`src/rtl/clk_tree_pkg.sv`:
```
`timescale 1ns/1ps
package clk_tree_pkg;
  localparam logic [1:0] SRC_XTAL = 2'd0;
  localparam logic [1:0] SRC_PLL  = 2'd1;
  localparam logic [1:0] SRC_RCF  = 2'd2;
  localparam logic [1:0] SRC_BAD  = 2'd3;

  // Width needed to hold the largest ratio of any domain.
  function automatic int ratio_width(input int cf_w, input int af_w, input int hs_pre);
    int mx;
    mx = 2 ** cf_w;
    if (2 ** af_w > mx) mx = 2 ** af_w;
    if (hs_pre * 16 > mx) mx = hs_pre * 16;
    return $clog2(mx + 1);
  endfunction

  // True when v is of the form 2^k - 1.
  function automatic logic all_ones_low(input int v);
    return (v & (v + 1)) == 0;
  endfunction
endpackage

```
`src/rtl/ckt_cfg_decode.sv`:
```
`timescale 1ns/1ps
module ckt_cfg_decode
  import clk_tree_pkg::*;
#(
  parameter int CF_W        = 5,
  parameter int AF_W        = 5,
  parameter int PF_W        = 2,
  parameter int HS_PRE      = 3,
  parameter int FORCE_RATIO = 4,
  parameter int RW          = 6,
  parameter int PW          = 3
) (
  input  logic            clk,
  input  logic            rst,
  input  logic [1:0]      src_sel,
  input  logic [CF_W-1:0] cpu_div,
  input  logic [AF_W-1:0] ahb_div,
  input  logic [PF_W-1:0] apb_div,
  input  logic            hs_force4,
  output logic [RW-1:0]   cpu_nxt,
  output logic [RW-1:0]   ahb_nxt,
  output logic [PW-1:0]   apb_nxt,
  output logic            src_bad,
  output logic            cfg_err
);
  localparam int APB_MAXF = 3;

  logic          pll_sel, slow_sel;
  logic          cpu_ok, ahb_ok, apb_ok;
  logic [RW-1:0] cpu_cand, ahb_cand;
  logic [PW-1:0] apb_cand;
  int            cf_i, af_i, pf_i;

  always_comb begin
    cf_i     = int'(cpu_div);
    af_i     = int'(ahb_div);
    pf_i     = int'(apb_div);
    pll_sel  = (src_sel == SRC_PLL);
    slow_sel = (src_sel == SRC_XTAL) || (src_sel == SRC_RCF);

    if (pll_sel) begin
      cpu_ok = (cf_i == 0) || (cf_i == 1) || (cf_i == 3);
      ahb_ok = (af_i == 3) || (af_i == 7) || (af_i == 15);
      if (hs_force4 && cf_i == 0) cpu_cand = RW'(FORCE_RATIO);
      else                        cpu_cand = RW'(HS_PRE * (cf_i + 1));
      ahb_cand = RW'(HS_PRE * (af_i + 1));
    end else begin
      cpu_ok   = slow_sel && all_ones_low(cf_i);
      ahb_ok   = slow_sel && all_ones_low(af_i);
      cpu_cand = RW'(cf_i + 1);
      ahb_cand = RW'(af_i + 1);
    end

    apb_ok   = all_ones_low(pf_i) && (pf_i <= APB_MAXF);
    apb_cand = PW'(pf_i + 1);
  end

  always_ff @(posedge clk) begin
    if (rst) begin
      cpu_nxt <= RW'(1);
      ahb_nxt <= RW'(1);
      apb_nxt <= PW'(1);
      src_bad <= 1'b0;
      cfg_err <= 1'b0;
    end else begin
      src_bad <= (src_sel == SRC_BAD);
      if (cpu_ok) cpu_nxt <= cpu_cand;
      if (ahb_ok) ahb_nxt <= ahb_cand;
      if (apb_ok) apb_nxt <= apb_cand;
      if (!cpu_ok || !ahb_ok || !apb_ok) cfg_err <= 1'b1;
    end
  end
endmodule

```
`src/rtl/ckt_div_unit.sv`:
```
`timescale 1ns/1ps
module ckt_div_unit #(
  parameter int W = 6
) (
  input  logic         clk,
  input  logic         rst,
  input  logic         step,
  input  logic [W-1:0] ratio_nxt,
  output logic         en,
  output logic         wrap,
  output logic [W-1:0] ratio
);
  logic [W-1:0] cnt;

  assign wrap = step && (cnt == ratio - W'(1));

  always_ff @(posedge clk) begin
    if (rst) begin
      cnt   <= '0;
      ratio <= W'(1);
      en    <= 1'b0;
    end else begin
      en <= wrap;
      if (wrap) begin
        cnt   <= '0;
        ratio <= ratio_nxt;
      end else if (step) begin
        cnt <= cnt + W'(1);
      end
    end
  end
endmodule

```
`src/rtl/clk_root_div_tree.sv`:
```
`timescale 1ns/1ps
module clk_root_div_tree
  import clk_tree_pkg::*;
#(
  parameter  int CF_W        = 5,
  parameter  int AF_W        = 5,
  parameter  int PF_W        = 2,
  parameter  int HS_PRE      = 3,
  parameter  int FORCE_RATIO = 4,
  localparam int RW          = ratio_width(CF_W, AF_W, HS_PRE),
  localparam int PW          = $clog2((2 ** PF_W) + 1)
) (
  input  logic            clk,
  input  logic            rst,
  input  logic [1:0]      src_sel,
  input  logic [CF_W-1:0] cpu_div,
  input  logic [AF_W-1:0] ahb_div,
  input  logic [PF_W-1:0] apb_div,
  input  logic            hs_force4,
  output logic            cpu_en,
  output logic            ahb_en,
  output logic            apb_en,
  output logic [RW-1:0]   cpu_ratio,
  output logic [RW-1:0]   ahb_ratio,
  output logic [PW-1:0]   apb_ratio,
  output logic            src_bad,
  output logic            cfg_err
);
  logic [RW-1:0] cpu_nxt, ahb_nxt;
  logic [PW-1:0] apb_nxt;
  logic          cpu_wrap, ahb_wrap, apb_wrap;

  ckt_cfg_decode #(
    .CF_W(CF_W), .AF_W(AF_W), .PF_W(PF_W), .HS_PRE(HS_PRE),
    .FORCE_RATIO(FORCE_RATIO), .RW(RW), .PW(PW)
  ) cfg_u (
    .clk(clk), .rst(rst), .src_sel(src_sel), .cpu_div(cpu_div),
    .ahb_div(ahb_div), .apb_div(apb_div), .hs_force4(hs_force4),
    .cpu_nxt(cpu_nxt), .ahb_nxt(ahb_nxt), .apb_nxt(apb_nxt),
    .src_bad(src_bad), .cfg_err(cfg_err)
  );

  ckt_div_unit #(.W(RW)) cpu_u (
    .clk(clk), .rst(rst), .step(1'b1), .ratio_nxt(cpu_nxt),
    .en(cpu_en), .wrap(cpu_wrap), .ratio(cpu_ratio)
  );

  ckt_div_unit #(.W(RW)) ahb_u (
    .clk(clk), .rst(rst), .step(1'b1), .ratio_nxt(ahb_nxt),
    .en(ahb_en), .wrap(ahb_wrap), .ratio(ahb_ratio)
  );

  // APB counts AHB boundaries, so its pulses always land on AHB pulses.
  ckt_div_unit #(.W(PW)) apb_u (
    .clk(clk), .rst(rst), .step(ahb_wrap), .ratio_nxt(apb_nxt),
    .en(apb_en), .wrap(apb_wrap), .ratio(apb_ratio)
  );
endmodule

```
`config.mk`:
```
export PLATFORM = sky130hd
export DESIGN_NAME = clk_root_div_tree
export DESIGN_NICKNAME = d
export VERILOG_FILES = /design/src/rtl/clk_tree_pkg.sv /design/src/rtl/ckt_cfg_decode.sv /design/src/rtl/ckt_div_unit.sv /design/src/rtl/clk_root_div_tree.sv
export SDC_FILE = /design/constraint.sdc
export NUM_CORES = 1
export LEC_CHECK = 0
export BUFFER_PORTS_ARGS = -buffer_cell sky130_fd_sc_hd__buf_2
export CAP_MARGIN = 30
export CORE_MARGIN = 1.5
export CORE_UTILIZATION = 25
export CTS_CLUSTER_DIAMETER = 40
export DETAILED_ROUTE_END_ITERATION = 16
export SLEW_MARGIN = 20
export SYNTH_ARGS = -nofsm -noshare
export SYNTH_HDL_FRONTEND = slang
export SYNTH_SLANG_ARGS = --single-unit
export TNS_END_PERCENT = 100
```
`constraint.sdc`:
```
create_clock -name clk -period 3.5 [get_ports clk]
set_input_delay 1.05 -clock clk [delete_from_list [all_inputs] [get_ports clk]]
set_output_delay 1.05 -clock clk [all_outputs]
set_load 0.05 [all_outputs]
```
==> impl_metrics.csv, run 1 <==
group,metric,value,unit
synth,synth_mux_area_frac,0.0709,
synth,synth-edff-count,0,
cells_and_area,layout.cells.most_common,"dfxtp_1",
routing,drt_drc_violations_left,0,
cts,tritoncts,"done",
cts,cts-htree-levels,2,
synth,synth.distinct_cells,53,
cells_and_area,area_growth_syn_to_layout,16.9,%
synth,ys_async_sr_fraction,0,
worst_setup_path,crit_path_max_fanout,5,
routing,first_pass_iters,4,
flow_run,max-cap-violations,0,
power,vdd.ir_drop.worst,0.215,mV
floorplan,die-height,116,µm
routing,num_vias,2391,
power,switching_share,0.354,
worst_setup_path,critPathArrivalTime,3.37,ns
worst_setup_path,worst_setup_path_start_kind,"primary input",
cells_and_area,ff_latch_area,1000,µm²
synth,post_synth_fa_ha_maj_area_fraction,0.147,
cells_and_area,final_nets,435,
worst_setup_path,worstSetupPathType,"primary input to flop",
cts,sinks_on_the_clock_net,50,
worst_hold_path,min_from,"cfg_u.cpu_nxt[3]$_SDFFE_PP0P_",
cts,cts.root.buffer_cell,"clkbuf_16",
synth,synth_nets,403,
cts,number_of_post_cts_setup_repair_buffers,0,
grt,grt_overflow_total,0,
placement,dp_cells,543,
synth,synth-compound-area-share,0.102,
synth,synth_top_area_share,0.315,
floorplan,floorplan.die.width,116,µm
grt,via_count_of_the_first_global_routing_pass,2414,
floorplan,fp.coreArea,12200,µm²
cts,cts_buffer_depth,2,
synth,syn-mean-instance-area,9.07,µm²
power,power_frac_seq,0.322,
power,cellLeakagePower,1.59,nW
routing,initialDrtViolationCount,85,
synth,yosysSeqAreaShare,0.315,
grt,first_pass_grt_wire_length,10800,µm
cells_and_area,multiInputGateArea,2010,µm²
cts,post_cts.resized_instances,0,
sta,fin_worst_skew,0.00408,ns
sta,hold_violations,0,
worst_setup_path,crit_path_frequent_cell,"ha_1",
synth,synth_top_flop_cell,"dfxtp_1",
cells_and_area,post_layout_nonfiller_instances,551,
synth,dominant_combinational_cell_family_by_area_after_synthesis,"simple AND/OR/NAND/NOR gates",
synth,synth_top_cell_by_area,"dfxtp_1",
sta,post_layout_minimum_cycle_time,3.16,ns
power,switchingPower,0.754,mW
routing,antenna_violating_nets_remaining,0,
placement,post-dp-hpwl,4720,µm
worst_setup_path,crit_slowest_cell,"ha_1",
routing,route.detailed.vias_per_inst,4.34,
synth,synth_xor_area_frac,0.103,
cells_and_area,final_layout_size_suffix_gt1_frac,0.157,
grt,grt_antenna_before_repair,0,
sta,setup_viol,0,
worst_hold_path,worstHoldPathType,"flop to flop",
cells_and_area,most-common-layout-cells,"dfxtp_1 (50), buf_2 (36), ha_1 (34), nor2_1 (30), nand2b_1 (29)",
power,clock_power_share,0.292,
sta,final_max_slew_viol_count,0,
sta,slew_headroom,0.411,
synth,yosysWarnings,0,
sta,final_min_period_over_clock_period,0.903,
cts,ctsHoldBuffers,0,
cts,cts-buffers-inserted,5,
sta,totalNegativeSetupSlack,0,ns
run_status,outcome,"complete, no violations",
worst_setup_path,cp_cell_sequence,"buf_2, ha_1, nand3_1, inv_1, ha_1, inv_1, ha_1, ha_1, a21oi_1, a21oi_1, nor3b_1, xnor2_1, a211oi_1",
grt,grt_start_max_net_pins,45,
floorplan,floorplan.rows,40,
synth,synth_cells,350,
cells_and_area,antennaDiodeCount,0,
synth,synth_area_leaders,"dfxtp_1 (32%), ha_1 (13%), mux2i_1 (6.6%), nand2b_1 (5.7%), xnor2_1 (5.0%)",
floorplan,design.portCount,37,
worst_setup_path,worstSetupEndpointType,"flop",
power,internal_power,1.37,mW
synth,synth_simple_gate_area_share,0.212,
cts,cts.clk_slew.worst_paths,0.07,ns
synth,synth-seq-cells,50,
placement,place.port_buffers,36,
synth,post_synth_instance_area,3170,µm²
sta,worst_pin_slew,0.877,ns
worst_setup_path,critical_path.max_stage_delay,0.34,ns
placement,place_congestion,0.756,
cells_and_area,layout.filler_cells,1316,
floorplan,initial_utilization,0.260,
routing,totalWireLength,6140,µm
power,combinational_power_share,0.386,
worst_setup_path,rr_startpoint,"cpu_u.ratio[0]$_SDFFE_PP1P_",
cts,worst_skew_pair.late_latency,0.28,ns
power,power_density,573,nW/µm²
floorplan,die_area,13400,µm²
worst_setup_path,setup.worst_path.start,"ahb_div[0]",
sta,timing.fmax,316,MHz
routing,drt-wirelength-per-cell,11.1,µm
sta,unrepaired_setup_endpoints_after_global_routing,"no",
grt,globalRouteTotalUtil,0.0979,
worst_setup_path,cp_data_required_time,3.70,ns
## power groups by stage
stage / logic [mW] / clock network [mW] / registers (mW)
after floorplan: 0.590 / 0 / 0.810
after global placement: 0.810 / 0 / 0.700
after detailed placement: 0.833 / 0 / 0.700
after CTS: 0.832 / 0.641 / 0.687
after global routing: 0.904 / 0.664 / 0.697
final: 0.820 / 0.621 / 0.685
## synth_stat cells, types with 2 or more instances
library cell and count:
nand3_1 11, clkbuf_1 10, inv_1 24, xor2_1 14, fa_1 2, or4_1 2, nor2_1 30, nor3_1 20
o21ai_0 8, nand2b_1 29, a211oi_1 7, buf_2 2, buf_6 2, nand4_1 2, mux2i_1 21, nor2b_1 4
nand2_1 13, xnor2_1 18, ha_1 34, dfxtp_1 50, o31ai_1 3, and3_1 3, a21oi_1 8, nor3b_1 4
## kinds of logic (layout without fill, tap and decap cells)
logic type | count (synthesis) | after routing
AND/OR/NAND/NOR | 126 | 126
XOR/XNOR | 34 | 34
buffers and inverters | 38 | 71
multiplexers | 22 | 22
AO/OA/AOI/OAI | 44 | 44
flip-flops | 50 | 50
adder cells (fa/ha/maj) | 36 | 36
## flip-flops by register name (all words and copies together), names as in the netlist
register,cells
cfg_u.cfg_err,1
cpu_u.cnt,6
apb_u.en,1
apb_u.ratio,3
ahb_u.en,1
cfg_u.cpu_nxt,6
cpu_u.ratio,6
cfg_u.apb_nxt,3
cfg_u.ahb_nxt,6
cfg_u.src_bad,1
cpu_u.en,1
apb_u.cnt,3
ahb_u.ratio,6
ahb_u.cnt,6
## stage by stage
stage                     hold WS, ns  setup slack [ns]  total power, mW  instance area [µm²]  utilization
after global placement          0.463            0.0816             1.51                 3520        0.288
final                           0.475             0.340             2.13                 3710        0.304
after global routing            0.507             0.133             2.26                 3710        0.304
after CTS                       0.480             0.330             2.16                 3710        0.304
after detailed placement        0.470            0.0354             1.53                 3520        0.288
after floorplan                 0.447             0.321             1.40                 3170            -
## final timing paths
kind,to,slack (ns),depth (start not counted)
max,cfg_u.ahb_nxt[5]$_SDFFE_PP0P_,0.34,13
max reg2reg,cpu_u.ratio[3]$_SDFFE_PP0P_,1.14,6
min reg2reg,cpu_u.ratio[3]$_SDFFE_PP0P_,0.48,2
min,cpu_u.ratio[3]$_SDFFE_PP0P_,0.48,2
## worst max-delay path, delay by kind of cell
kind	cells	cell delay (ns)
compound gates	3	0.49
xor+xnor	1	0.10
buf+inv	3	0.24
fa+ha+maj	4	1.15
simple gates	2	0.33
## area by class of cell
type	instances	share of cell area
flip-flops and latches	50	0.270
clock inverters	3	0.0185
inverters	24	0.0243
clock buffers	5	0.0337
repair buffers	39	0.0546
well taps	168	0.0566
multi-input cells	262	0.542
## per-layer routing
metal  up-vias  part of all wire  routed length [µm]  track usage
met3         5             0.034                 209       0.0141
met1      1075              0.53                3230        0.131
met5         -                 0                   0            0
li1       1274                 -                   -            -
met4         0             0.014                  87       0.0317
met2        37              0.43                2610        0.163
Note: power is estimated with default switching activity, not from simulation.
==> run 2, diff against run 1 <==
SETUP_SLACK_MARGIN = 0.4   (was not set)
==> impl_metrics.csv, run 2 (synthesis results as in run 1) <==
group,metric,value,unit
worst_hold_path,worstHoldEndpoint,"cpu_u.ratio[3]$_SDFFE_PP0P_",
worst_setup_path,worst_setup_path_start_kind,"primary input",
grt,grt_use_met3,0.0136,
sta,final_min_period_over_clock_period,0.844,
worst_setup_path,worst-r2r-cell-count,7,
floorplan,design.portCount,37,
power,fin_total_pwr,2.03,mW
placement,place_congestion,0.789,
cells_and_area,antennaDiodeCount,0,
routing,route.detailed.vias_per_inst,4.41,
floorplan,initial_utilization,0.260,
sta,setup_viol,0,
worst_setup_path,critPathArrivalTime,3.13,ns
power,power_density,539,nW/µm²
sta,finalWorstSetupSlack,0.545,ns
sta,totalNegativeSetupSlack,0,ns
placement,post-dp-hpwl,4890,µm
cells_and_area,final_layout_size_suffix_gt1_frac,0.183,
placement,place_ws,0.151,ns
worst_hold_path,worstHoldPathType,"flop to flop",
cells_and_area,final_nets,435,
worst_setup_path,worstSetupPathType,"primary input to flop",
power,cellLeakagePower,1.57,nW
routing,antenna_violating_nets_remaining,0,
worst_setup_path,crit_path_max_fanout,7,
sta,worst_pin_slew,0.894,ns
cts,cts-buffers-inserted,5,
sta,fin_worst_skew,0.00421,ns
worst_setup_path,rr_startpoint,"ahb_u.ratio[0]$_SDFFE_PP1P_",
floorplan,die-height,116,µm
power,vdd.ir_drop.worst,0.264,mV
cells_and_area,post_layout_nonfiller_instances,551,
worst_hold_path,min_from,"cfg_u.cpu_nxt[3]$_SDFFE_PP0P_",
flow_run,max-cap-violations,0,
sta,timing.fmax,338,MHz
sta,post_layout_minimum_cycle_time,2.95,ns
cells_and_area,final_cell_area,3760,µm²
cts,cts_buffer_depth,2,
cts,cts-htree-levels,2,
sta,slew_headroom,0.400,
sta,hold_violations,0,
cells_and_area,layout.cells.most_common,"dfxtp_1",
cts,cts.clk_slew.worst_paths,0.06,ns
cts,cts.root.buffer_cell,"clkbuf_16",
worst_setup_path,rrSetupSlack,1.11,ns
floorplan,floorplan.rows,40,
grt,globalRouteMet1Util,0.140,
routing,drt_drc_violations_left,0,
cts,number_of_post_cts_setup_repair_buffers,0,
cts,sinks_on_the_clock_net,50,
grt,grt_overflow_total,0,
cells_and_area,area_growth_syn_to_layout,18.6,%
placement,dp_cells,543,
grt,met2_usage,0.157,
floorplan,floorplan.die.width,116,µm
placement,place.port_buffers,36,
grt,first_pass_grt_wire_length,10800,µm
cells_and_area,layout.filler_cells,1285,
floorplan,fp.coreArea,12200,µm²
cells_and_area,most-common-layout-cells,"dfxtp_1 (50), buf_2 (35), nor2_1 (30), nand2b_1 (29), ha_1 (28)",
sta,final_max_slew_viol_count,0,
routing,first_pass_iters,4,
worst_hold_path,hold_depth,2,
routing,drt-wirelength-per-cell,11.6,µm
worst_setup_path,worstSetupEndpointType,"flop",
worst_setup_path,cp_data_required_time,3.67,ns
grt,globalRoute.busiestLayer,"met2",
grt,grt_antenna_before_repair,0,
routing,num_vias,2429,
grt,via_count_of_the_first_global_routing_pass,2305,
cts,tritoncts,"done",
floorplan,die_area,13400,µm²
cts,worst_skew_pair.late_latency,0.28,ns
placement,place_area,3550,µm²
grt,globalRouteTotalUtil,0.0990,
routing,initialDrtViolationCount,111,
grt,grt_start_max_net_pins,49,
routing,totalWireLength,6390,µm
sta,unrepaired_setup_endpoints_after_global_routing,"no",
worst_setup_path,reg2reg_to,"ahb_u.ratio[3]$_SDFFE_PP0P_",
run_status,outcome,"complete, no violations",
[run 2: cell count changes in the layout (fill, tap and decap cells not counted), sizes merged]
cell,before,now
bufinv,2,0
clkbuf,5,8
clkinv,1,0
buf,39,38
inv,24,25
[run 2: timing repair]
item / CTS / global route
hold buffers: 0 / 0
hold endpoints to repair: 0 / 0
gates resized for setup: 0 / 10
endpoints found under the setup margin: 0 / 2
[run 2: cell type report]
class / count / area [µm²] / share of cell area
Sequential cell: 50 / 1000 / 0.266
Tap cell: 168 / 210 / 0.0559
Multi-Input combinational cell: 262 / 2110 / 0.560
Clock buffer: 7 / 143 / 0.0379
Clock inverter: 1 / 8.76 / 0.00233
Timing Repair Buffer: 39 / 205 / 0.0545
Inverter: 24 / 90.1 / 0.0239
[run 2: worst max-delay path by stage]
stage / start / end / slack [ns] / cells after the start
after floorplan: ahb_div[0] / cfg_u.ahb_nxt[5]$_SDFFE_PP0P_ / 0.45 / 12
after global placement: ahb_div[0] / cfg_u.ahb_nxt[5]$_SDFFE_PP0P_ / 0.21 / 13
after detailed placement: ahb_div[0] / cfg_u.ahb_nxt[5]$_SDFFE_PP0P_ / 0.15 / 13
after CTS: ahb_div[0] / cfg_u.ahb_nxt[5]$_SDFFE_PP0P_ / 0.45 / 13
after global routing: cpu_div[1] / cfg_u.cpu_nxt[5]$_SDFFE_PP0P_ / 0.41 / 11
final: cpu_div[0] / cfg_u.cpu_nxt[5]$_SDFFE_PP0P_ / 0.55 / 11
[run 2: power breakdown]
part / total [mW] / internal [mW] / leakage [nW] / switching (mW)
Clock: 0.490 / 0.287 / 0.0745 / 0.202
Combinational: 0.849 / 0.341 / 1.09 / 0.508
Sequential: 0.688 / 0.633 / 0.407 / 0.0548
[run 2: worst max-delay path, stage by stage]
cell      delay [ns]
clkbuf_4        0.17
ha_4            0.16
nand3_1         0.12
ha_4            0.31
inv_1           0.05
ha_1            0.30
ha_1            0.33
a21oi_1         0.16
xnor3_1         0.23
o21ai_0         0.17
a21oi_1         0.08
[run 2: stage by stage]
step / util / hold WS [ns]
2_1_floorplan: - / 0.447
3_3_place_gp: 0.290 / 0.463
3_5_place_dp: 0.290 / 0.474
4_1_cts: 0.303 / 0.479
5_1_grt: 0.308 / 0.507
6_report: 0.308 / 0.473
[run 2: routing by layer]
| layer | share of wire | wire, µm |
|---|---|---|
| met1 | 0.53 | 3420 |
| met2 | 0.43 | 2730 |
| met3 | 0.030 | 194 |
| met4 | 0.0077 | 49 |
| met5 | 0 | 0 |
==> run 3, diff against run 2 <==
ABC_AREA = 1   (was not set)
clock period = 2.7 ns   (was 3.5 ns; I/O delays follow)
==> impl_metrics.csv, run 3 <==
group,metric,value,unit
run_status,outcome,"complete, no violations",
synth,yosysWarnings,0,
grt,first_pass_grt_wire_length,12200,µm
grt,via_count_of_the_first_global_routing_pass,2757,
synth,synth.most_common_cell,"nand2_1",
worst_hold_path,worstHoldPathType,"flop to flop",
cts,cts-buffers-inserted,5,
routing,totalWireLength,7120,µm
cts,sinks_on_the_clock_net,50,
power,vdd.ir_drop.worst,0.233,mV
worst_setup_path,rr_startpoint,"ahb_u.ratio[0]$_SDFFE_PP1P_",
worst_hold_path,min_from,"cfg_u.ahb_nxt[3]$_SDFFE_PP0P_",
cts,tritoncts,"done",
cts,cts_buffer_depth,2,
grt,met2_usage,0.197,
floorplan,initial_utilization,0.258,
synth,synth_area_leaders,"dfxtp_1 (32%), ha_1 (14%), nand2_1 (11%), inv_1 (7.3%), nand3_1 (6.7%)",
worst_setup_path,cp_data_required_time,2.89,ns
cts,cts-htree-levels,2,
floorplan,die_area,13300,µm²
sta,worst_pin_slew,0.376,ns
routing,antenna_violating_nets_remaining,0,
sta,unrepaired_setup_endpoints_after_global_routing,"yes",
cts,ctsHoldBuffers,0,
sta,final_max_slew_viol_count,0,
synth,yosysSeqAreaShare,0.318,
sta,setup_viol,0,
synth,synth-seq-cells,50,
floorplan,floorplan.die.width,115,µm
flow_run,max-cap-violations,0,
routing,drt-wirelength-per-cell,10.8,µm
power,cellLeakagePower,1.92,nW
routing,num_vias,2797,
placement,place_ws,-0.0562,ns
synth,synth-edff-count,0,
cells_and_area,area_growth_syn_to_layout,31.7,%
worst_setup_path,critPathArrivalTime,2.57,ns
power,power_density,686,nW/µm²
worst_setup_path,worst_setup_path_start_kind,"primary input",
placement,place.port_buffers,36,
synth,ys_async_sr_fraction,0,
sta,hold_violations,0,
sta,final_min_period_over_clock_period,0.883,
grt,globalRouteTotalUtil,0.112,
synth,synth_top_area_share,0.318,
grt,grt_use_met3,0.0211,
sta,post_layout_minimum_cycle_time,2.38,ns
sta,slew_headroom,0.748,
synth,syn-mean-instance-area,7.23,µm²
floorplan,design.portCount,37,
cells_and_area,final_layout_size_suffix_gt1_frac,0.253,
grt,globalRoute.busiestLayer,"met2",
synth,synth.distinct_cells,32,
cts,worst_skew_pair.late_latency,0.28,ns
cells_and_area,final_nets,547,
sta,finalWorstSetupSlack,0.317,ns
cts,cts.clk_slew.worst_paths,0.06,ns
cells_and_area,layout.cells.most_common,"nand2_1",
cells_and_area,most-common-layout-cells,"nand2_1 (91), inv_1 (50), dfxtp_1 (50), nor2_1 (42), nand3_1 (38)",
sta,timing.fmax,420,MHz
routing,drt_drc_violations_left,0,
cells_and_area,antennaDiodeCount,0,
worst_setup_path,crit_path_max_fanout,3,
cts,cts.root.buffer_cell,"clkbuf_16",
floorplan,floorplan.rows,40,
worst_setup_path,setup.worst_path.start,"ahb_div[0]",
synth,synth_nets,488,
cells_and_area,post-route-util,0.340,
grt,grt_antenna_before_repair,0,
placement,post-dp-hpwl,5600,µm
grt,grt_start_max_net_pins,24,
sta,totalNegativeSetupSlack,0,ns
sta,hold_ws,0.457,ns
synth,synth_cells,435,
floorplan,die-height,115,µm
sta,fin_worst_skew,0.00388,ns
synth,netlist_top_cells_count,"nand2_1 (94), inv_1 (61), dfxtp_1 (50), nor2_1 (43), nand3_1 (42)",
routing,first_pass_iters,6,
routing,initialDrtViolationCount,132,
worst_setup_path,worstSetupPathType,"primary input to flop",
synth,post_synth_instance_area,3140,µm²
worst_setup_path,worstSetupEndpointType,"flop",
placement,place_congestion,0.858,
floorplan,fp.coreArea,12200,µm²
grt,grt_overflow_total,0,
routing,route.detailed.vias_per_inst,4.23,
synth,synth_top_flop_cell,"dfxtp_1",
grt,globalRouteMet1Util,0.139,
synth,synth_top_cell_by_area,"dfxtp_1",
[run 3: changes by cell type in the layout (fill, tap and decap cells not counted), sizes merged, moves of 8 or more]
cell,previous run,this run
nor2,30,50
nand3,11,44
xnor2,18,6
o21ai,9,26
nor3,20,5
nand2b,29,0
nand2,14,98
mux2i,21,0
a211oi,8,0
inv,25,63
buf,38,58
nand4,2,11
[run 3: path summary, 6_finish.rpt]
| kind | slack [ns] | end | depth (start not counted) |
|---|---|---|---|
| worst max-delay path | 0.32 | cfg_u.ahb_nxt[5]$_SDFFE_PP0P_ | 16 |
| worst min-delay path | 0.46 | ahb_u.ratio[3]$_SDFFE_PP0P_ | 2 |
| worst max register to register | 0.59 | apb_u.cnt[0]$_SDFFE_PP0P_ | 10 |
| worst min register to register | 0.46 | ahb_u.ratio[3]$_SDFFE_PP0P_ | 2 |
[run 3: timing repair]
action | 4_1_cts | 5_1_grt
cloned | 0 | 0
setup buffers | 0 | 5
gates resized for setup | 12 | 23
pin swaps | 10 | 8
endpoints found under the setup margin | 6 | 10
[run 3: power breakdown]
| group | internal [mW] | switching (mW) | total (mW) | leakage, nW |
|---|---|---|---|---|
| clock network | 0.339 | 0.261 | 0.599 | 0.0629 |
| logic | 0.456 | 0.856 | 1.31 | 1.45 |
| registers | 0.842 | 0.0871 | 0.929 | 0.408 |
[run 3: final cells by class]
cell class,instances,area [µm²]
Fill cell,1288,8020
Multi-Input combinational cell,315,2160
Sequential cell,50,1000
Timing Repair Buffer,58,384
Inverter,64,251
Tap cell,168,210
Clock buffer,6,129
Clock inverter,1,7.51
[run 3: metal layers]
metal  up-vias  wire length, µm
met5         -                0
met4         0               92
met3         5              281
met2        37             3370
met1      1238             3380
li1       1517                -
[run 3: stage by stage]
step / total power, mW / area (µm²) / cells
2_1_floorplan: 1.93 / 3340 / 435
3_5_place_dp: 2.22 / 3820 / 650
3_3_place_gp: 2.18 / 3820 / 650
5_1_grt: 3.08 / 4140 / 662
6_report: 2.84 / 4140 / 662
4_1_cts: 2.84 / 3990 / 657
[run 3: critical path: stages]
cell and delay [ns]:
buf_8 0.10, ha_4 0.17, nand3_4 0.06, inv_2 0.05
ha_4 0.26, inv_2 0.04, ha_4 0.26, ha_4 0.20
a21oi_2 0.13, nand2_1 0.07, nand2_1 0.05, nand2_1 0.06
o21ai_1 0.12, nand3_1 0.09, nand2_1 0.06, inv_1 0.03
[run 3: logic make-up (layout without fill, tap and decap cells)]
kind of cell             after synthesis  in the layout  share of synthesized area
flip-flops                            50             50                      0.318
XOR/XNOR                              24             24                     0.0693
AND/OR/NAND/NOR                      214            214                      0.309
buffers and inverters                 70            129                     0.0860
AO/OA/AOI/OAI                         41             41                     0.0689
adder cells (fa/ha/maj)               36             36                      0.148
